**config.mk**
```make
export PLATFORM = sky130hd
export DESIGN_NAME = pfw_supervisor
export DESIGN_NICKNAME = d
export VERILOG_FILES = /design/src/rtl/pfw_pkg.sv /design/src/rtl/pfw_sync.sv /design/src/rtl/pfw_stab_timer.sv /design/src/rtl/pfw_ctrl_reg.sv /design/src/rtl/pfw_irq_out.sv /design/src/rtl/pfw_supervisor.sv
export SDC_FILE = /design/constraint.sdc
export NUM_CORES = 1
export LEC_CHECK = 0
export BUFFER_PORTS_ARGS = -buffer_cell sky130_fd_sc_hd__buf_2
export CORE_MARGIN = 1
export CORE_UTILIZATION = 49
export DETAILED_ROUTE_END_ITERATION = 8
export MAX_ROUTING_LAYER = met4
export PLACE_DENSITY = 0.78
export REMOVE_ABC_BUFFERS = 1
export SLEW_MARGIN = 25
export SYNTH_ARGS = -nofsm -noshare
export SYNTH_HDL_FRONTEND = slang
export SYNTH_HIERARCHICAL = 1
export SYNTH_SLANG_ARGS = --single-unit
export TNS_END_PERCENT = 5
```
**constraint.sdc**
```tcl
create_clock -name clk -period 3 [get_ports clk]
set_clock_uncertainty 0.2 [all_clocks]
set_input_delay 0.3 -clock clk [delete_from_list [all_inputs] [get_ports clk]]
set_output_delay 0.3 -clock clk [all_outputs]
set_load 0.05 [all_outputs]
```
**src/rtl/pfw_pkg.sv**
```systemverilog
package pfw_pkg;
  // Register field positions, shared by the top, the register and the checker
  localparam int unsigned REG_W        = 8;
  localparam int unsigned EN_POS       = 5;
  localparam int unsigned FLAG_POS     = 4;
  localparam int unsigned VECTOR_W     = 16;
  localparam logic [15:0] WARN_VECTOR  = 16'h0033;

  typedef struct packed {
    logic en;
    logic flag;
  } pfw_ctrl_t;
endpackage

```
**src/rtl/pfw_sync.sv**
```systemverilog
module pfw_sync #(
  parameter int unsigned STAGES  = 2,
  parameter logic        RST_VAL = 1'b1
) (
  input  logic clk,
  input  logic rst,
  input  logic d,
  output logic q
);
  logic [STAGES-1:0] chain;

  genvar g;
  generate
    for (g = 0; g < STAGES; g++) begin : g_stage
      if (g == 0) begin : g_first
        always_ff @(posedge clk) begin
          if (rst) chain[0] <= RST_VAL;
          else     chain[0] <= d;
        end
      end else begin : g_next
        always_ff @(posedge clk) begin
          if (rst) chain[g] <= RST_VAL;
          else     chain[g] <= chain[g-1];
        end
      end
    end
  endgenerate

  assign q = chain[STAGES-1];
endmodule

```
**src/rtl/pfw_stab_timer.sv**
```systemverilog
module pfw_stab_timer #(
  parameter int unsigned STAB_CYCLES = 65536
) (
  input  logic clk,
  input  logic rst,
  input  logic low,
  output logic hold
);
  localparam int unsigned CNT_W = $clog2(STAB_CYCLES + 1);
  localparam logic [CNT_W-1:0] LAST = CNT_W'(STAB_CYCLES - 1);

  logic [CNT_W-1:0] cnt;

  // Any low sample restarts the count and holds reset
  always_ff @(posedge clk) begin
    if (rst || low) begin
      cnt  <= '0;
      hold <= 1'b1;
    end else if (hold) begin
      if (cnt == LAST) hold <= 1'b0;
      else             cnt  <= cnt + 1'b1;
    end
  end
endmodule

```
**src/rtl/pfw_ctrl_reg.sv**
```systemverilog
module pfw_ctrl_reg
  import pfw_pkg::*;
(
  input  logic      clk,
  input  logic      rst,
  input  logic      hold,
  input  logic      warn,
  input  logic      wr,
  input  logic      wr_en,
  input  logic      wr_flag,
  output pfw_ctrl_t ctrl
);
  always_ff @(posedge clk) begin
    if (rst) begin
      ctrl <= '0;
    end else begin
      if (hold)    ctrl.en <= 1'b0;
      else if (wr) ctrl.en <= wr_en;
      // Set has priority over a software clear in the same cycle
      if (warn)                           ctrl.flag <= 1'b1;
      else if (wr && !hold && !wr_flag)   ctrl.flag <= 1'b0;
    end
  end
endmodule

```
**src/rtl/pfw_irq_out.sv**
```systemverilog
module pfw_irq_out #(
  parameter int unsigned    VEC_W    = 16,
  parameter logic [VEC_W-1:0] VEC_ADDR = 16'h0033,
  parameter int unsigned    PRIO_W   = 2
) (
  input  logic              clk,
  input  logic              rst,
  input  logic              warn,
  input  logic              en,
  input  logic              hold,
  output logic              irq,
  output logic [VEC_W-1:0]  vec,
  output logic [PRIO_W-1:0] prio
);
  logic fire;
  assign fire = warn && en && !hold;

  always_ff @(posedge clk) begin
    if (rst) begin
      irq  <= 1'b0;
      vec  <= '0;
      prio <= '0;
    end else begin
      irq  <= fire;
      vec  <= fire ? VEC_ADDR : '0;
      prio <= fire ? '1 : '0;
    end
  end
endmodule

```
**src/rtl/pfw_supervisor.sv**
```systemverilog
module pfw_supervisor
  import pfw_pkg::*;
#(
  parameter int unsigned      STAB_CYCLES = 65536,
  parameter int unsigned      SYNC_STAGES = 2,
  parameter int unsigned      DATA_W      = REG_W,
  parameter int unsigned      EN_BIT      = EN_POS,
  parameter int unsigned      FLAG_BIT    = FLAG_POS,
  parameter int unsigned      VEC_W       = VECTOR_W,
  parameter logic [VEC_W-1:0] VEC_ADDR    = WARN_VECTOR,
  parameter int unsigned      PRIO_W      = 2
) (
  input  logic              clk,
  input  logic              rst,
  input  logic              below_rst_i,
  input  logic              below_warn_i,
  input  logic              reg_wr,
  input  logic [DATA_W-1:0] reg_wdata,
  output logic [DATA_W-1:0] reg_rdata,
  output logic              sys_rst_o,
  output logic              irq_req_o,
  output logic [VEC_W-1:0]  irq_vec_o,
  output logic [PRIO_W-1:0] irq_prio_o
);
  localparam logic [DATA_W-1:0] FIELD_MASK =
    (DATA_W'(1) << EN_BIT) | (DATA_W'(1) << FLAG_BIT);

  logic      low_s;
  logic      warn_s;
  logic      hold;
  pfw_ctrl_t ctrl;
  logic      unused_wdata;

  pfw_sync #(.STAGES(SYNC_STAGES), .RST_VAL(1'b1)) i_sync_rst (
    .clk(clk), .rst(rst), .d(below_rst_i), .q(low_s)
  );

  pfw_sync #(.STAGES(SYNC_STAGES), .RST_VAL(1'b0)) i_sync_warn (
    .clk(clk), .rst(rst), .d(below_warn_i), .q(warn_s)
  );

  pfw_stab_timer #(.STAB_CYCLES(STAB_CYCLES)) i_timer (
    .clk(clk), .rst(rst), .low(low_s), .hold(hold)
  );

  pfw_ctrl_reg i_ctrl (
    .clk(clk), .rst(rst), .hold(hold), .warn(warn_s),
    .wr(reg_wr), .wr_en(reg_wdata[EN_BIT]), .wr_flag(reg_wdata[FLAG_BIT]),
    .ctrl(ctrl)
  );

  pfw_irq_out #(.VEC_W(VEC_W), .VEC_ADDR(VEC_ADDR), .PRIO_W(PRIO_W)) i_irq (
    .clk(clk), .rst(rst), .warn(warn_s), .en(ctrl.en), .hold(hold),
    .irq(irq_req_o), .vec(irq_vec_o), .prio(irq_prio_o)
  );

  always_comb begin
    reg_rdata           = '0;
    reg_rdata[EN_BIT]   = ctrl.en;
    reg_rdata[FLAG_BIT] = ctrl.flag;
  end

  assign sys_rst_o    = hold;
  assign unused_wdata = ^(reg_wdata & ~FIELD_MASK);
endmodule

```
==> results.json <==
{
  "cts.reportedPaths.clkPinSlew_ns": 0.13,
  "drive_above_1_share": 0.185,
  "io_buffers": 16,
  "layout_common_cells": "dfxtp_1, nor2_1, conb_1, buf_2, nand2_1",
  "synth.avg_cell_area_sq_um": 8.92,
  "synth-seq-cells": 25,
  "rsz0062_at_grt": "no",
  "io-pin-count": 41,
  "layout_worst_path_cycle_share": 0.865,
  "setup.worst_path.start_class": "register",
  "synth_cell_type_count": 33,
  "power.total_mw": 0.547,
  "cp-end-kind": "register",
  "globalplace.congestion": 0.754,
  "combPwrFrac": 0.122,
  "synth-warning-count": 6,
  "internal_power_mw": 0.394,
  "cts_resized": 0,
  "critical_path.max_fanout": 5,
  "grt_max_degree": 19,
  "register_area_share_after_synthesis": 0.401,
  "post_layout_nonfiller_instances": 179,
  "design.die.area_sq_um": 2750,
  "drt_wl_total_mm": 1.78,
  "detail_route.drc_violations": 0,
  "cts_inserted_buffers": 3,
  "dieWidth_um": 52.5,
  "min_period_ns": 2.60,
  "grt_first_pass_wirelength_mm": 3.08,
  "critical-path-top-delay-family": "simple AND/OR/NAND/NOR gates",
  "timing.critical_path.required_ns": 3.01,
  "power_per_cell_area_nw_per_um2": 430,
  "crit_chain": "ha_1 > nand4_1 > nor3_1 > and3_1 > ha_1 > nand4b_1 > nor4_4 > a21oi_1 > a31o_2",
  "total_switching_power_mw": 0.153,
  "critical_path.most_common_cell": "ha_1",
  "detailedPlacementHpwl_mm": 1.32,
  "worst-path-buf-inv": 0,
  "postSynthCellCount": 140,
  "initial_utilization": 0.544,
  "report.final.hold_viol_count": 0,
  "fmaxAchievable_mhz": 385,
  "routedWlPerCell_um": 9.95,
  "num_antenna_cells": 0,
  "worst_ep_arrival_time_ns": 2.61,
  "power_switching_share": 0.280,
  "initial_antenna_violation_count": 0,
  "drt_pass1_iterations": 4,
  "mostFrequentLayoutCell": "dfxtp_1",
  "run_status": "finished clean",
  "postSynth.asyncResetShare": 0,
  "crit_path_max_incr_delay_ns": 0.38,
  "total_leakage_power_nw": 0.535,
  "synth_ff_type": "dfxtp_1",
  "max-clock-path-buffers": 2,
  "setup_viol": 0,
  "detailroute.via_count": 856,
  "via_count_of_the_first_global_routing_pass": 752,
  "ctsRootBufferMaster": "clkbuf_4",
  "ir_worst_vdd_mv": 0.291,
  "overflow_left_after_global_routing": 0,
  "ctsHtreeMaxLevel": 1,
  "die_y_um": 52.5,
  "number_of_core_rows": 17,
  "utilization": 0.554,
  "cap_viol_max_count": 0,
  "via_per_inst": 4.78,
  "design.core.area_sq_um": 2300,
  "hold_class": "in2reg",
  "ant_nets": 0,
  "number_of_enable_type_register_cells_in_the_synthesized_netlist": 0,
  "area_growth_pct": 1.90,
  "drt_iter0_drc": 14,
  "slew_viol_final": 0,
  "design.final.nets": 167,
  "cts_tree": "built",
  "timing.setup.critical_path_class": "reg2reg",
  "post_synth_instance_area_sq_um": 1250,
  "numClockSinks": 25,
  "clockPowerShare": 0.261,
  "cpMaxStageDelayCell": "dfxtp_1",
  "placed_cells_incl_taps": 173,
  "pwr-share-seq": 0.616,
  "groute.usage.overall": 0.154,
  "clock_insertion_delay_worst_skew_ns": 0.30
}
-- sequential cells by signal, indices dropped and copies added, names as in the netlist --
name,flops
i_timer/cnt,17
i_ctrl/ctrl,2
i_irq/prio,1
i_sync_rst/chain,1
i_sync_rst/q,1
i_sync_warn/chain,1
i_sync_warn/q,1
i_timer/hold,1
-- logic make-up after synthesis --
family          Yosys count  synth area share
compound gates           12            0.0661
xor+xnor                 10            0.0701
fa+ha+maj                 2            0.0200
buf+inv                  31             0.171
flops                    25             0.401
mux                       1           0.00802
other cells               2           0.00601
simple gates             57             0.258
-- synth_stat cells (all sizes together), types with 2 or more instances --
master   n  area (sq um)
or2      3          18.8
a211oi   2          15.0
conb     2          7.51
buf     25           191
nor3     7          35.0
a31o     3          26.3
a21oi    4          20.0
nor2b    3          18.8
xnor2    7          61.3
nor4     3          33.8
nand2    9          33.8
nand4    4          40.0
dfxtp   25           500
xor2     3          26.3
clkbuf   2          7.51
inv      4          15.0
nand3    3          15.0
ha       2          25.0
nor2    19          71.3
-- stage by stage --
stage               setup TNS (ns)  worst slack, ns  area [sq um]  hold slack [ns]
floorplan                   -0.136          -0.0195          1110            0.172
global placement                 0            0.456          1220            0.194
detailed placement               0            0.434          1220            0.205
CTS                              0            0.405          1270           0.0285
global route                     0            0.207          1270           0.0356
finish                           0            0.404          1270           0.0294
-- path summary, 6_finish.rpt --
path	from	endpoint	slack, ns	depth (start not counted)
worst max-delay path	i_timer/cnt[0]$_SDFFE_PP0P_	i_timer/cnt[15]$_SDFFE_PP0P_	0.40	9
worst min-delay path	rst	i_sync_warn/q$_SDFF_PP0_	0.03	2
worst max register to register	i_timer/cnt[0]$_SDFFE_PP0P_	i_timer/cnt[15]$_SDFFE_PP0P_	0.40	9
worst min register to register	i_sync_rst/chain[0]$_SDFF_PP1_	i_sync_rst/q$_SDFF_PP1_	0.24	1
-- routing by layer --
metal	GRT usage	up-vias	wire length, um
li1	-	451	-
met1	0.165	384	819
met2	0.283	19	889
met3	0.0261	2	54
met4	0.0526	0	17
met5	-	-	0
-- power groups by stage --
stage          logic [mW]  clock network (mW)  registers (mW)
2_1_floorplan      0.0551                   0           0.347
3_3_place_gp       0.0641                   0           0.345
3_5_place_dp       0.0647                   0           0.345
4_1_cts            0.0667               0.148           0.337
5_1_grt            0.0709               0.159           0.338
6_report           0.0670               0.143           0.337
-- timing repair --
item,4_1_cts,5_1_grt
hold buffers,2,0
endpoints found under the hold margin,2,0
buffers inserted,0,0
-- worst register-to-register path, stage by stage, from the launching register on --
cell	delay, ns
dfxtp_1	0.38
ha_1	0.24
nand4_1	0.19
nor3_1	0.11
and3_1	0.18
ha_1	0.19
nand4b_1	0.32
nor4_4	0.35
a21oi_1	0.13
a31o_2	0.22
-- layout make-up --
class | count | area [sq um]
Multi-Input combinational cell | 100 | 594
Clock inverter | 1 | 5.00
Fill cell | 211 | 1020
Clock buffer | 3 | 22.5
Inverter | 4 | 15.0
Sequential cell | 25 | 500
Tap cell | 28 | 35.0
Timing Repair Buffer | 18 | 100
No activity file was read; power rests on OpenSTA's default activity.
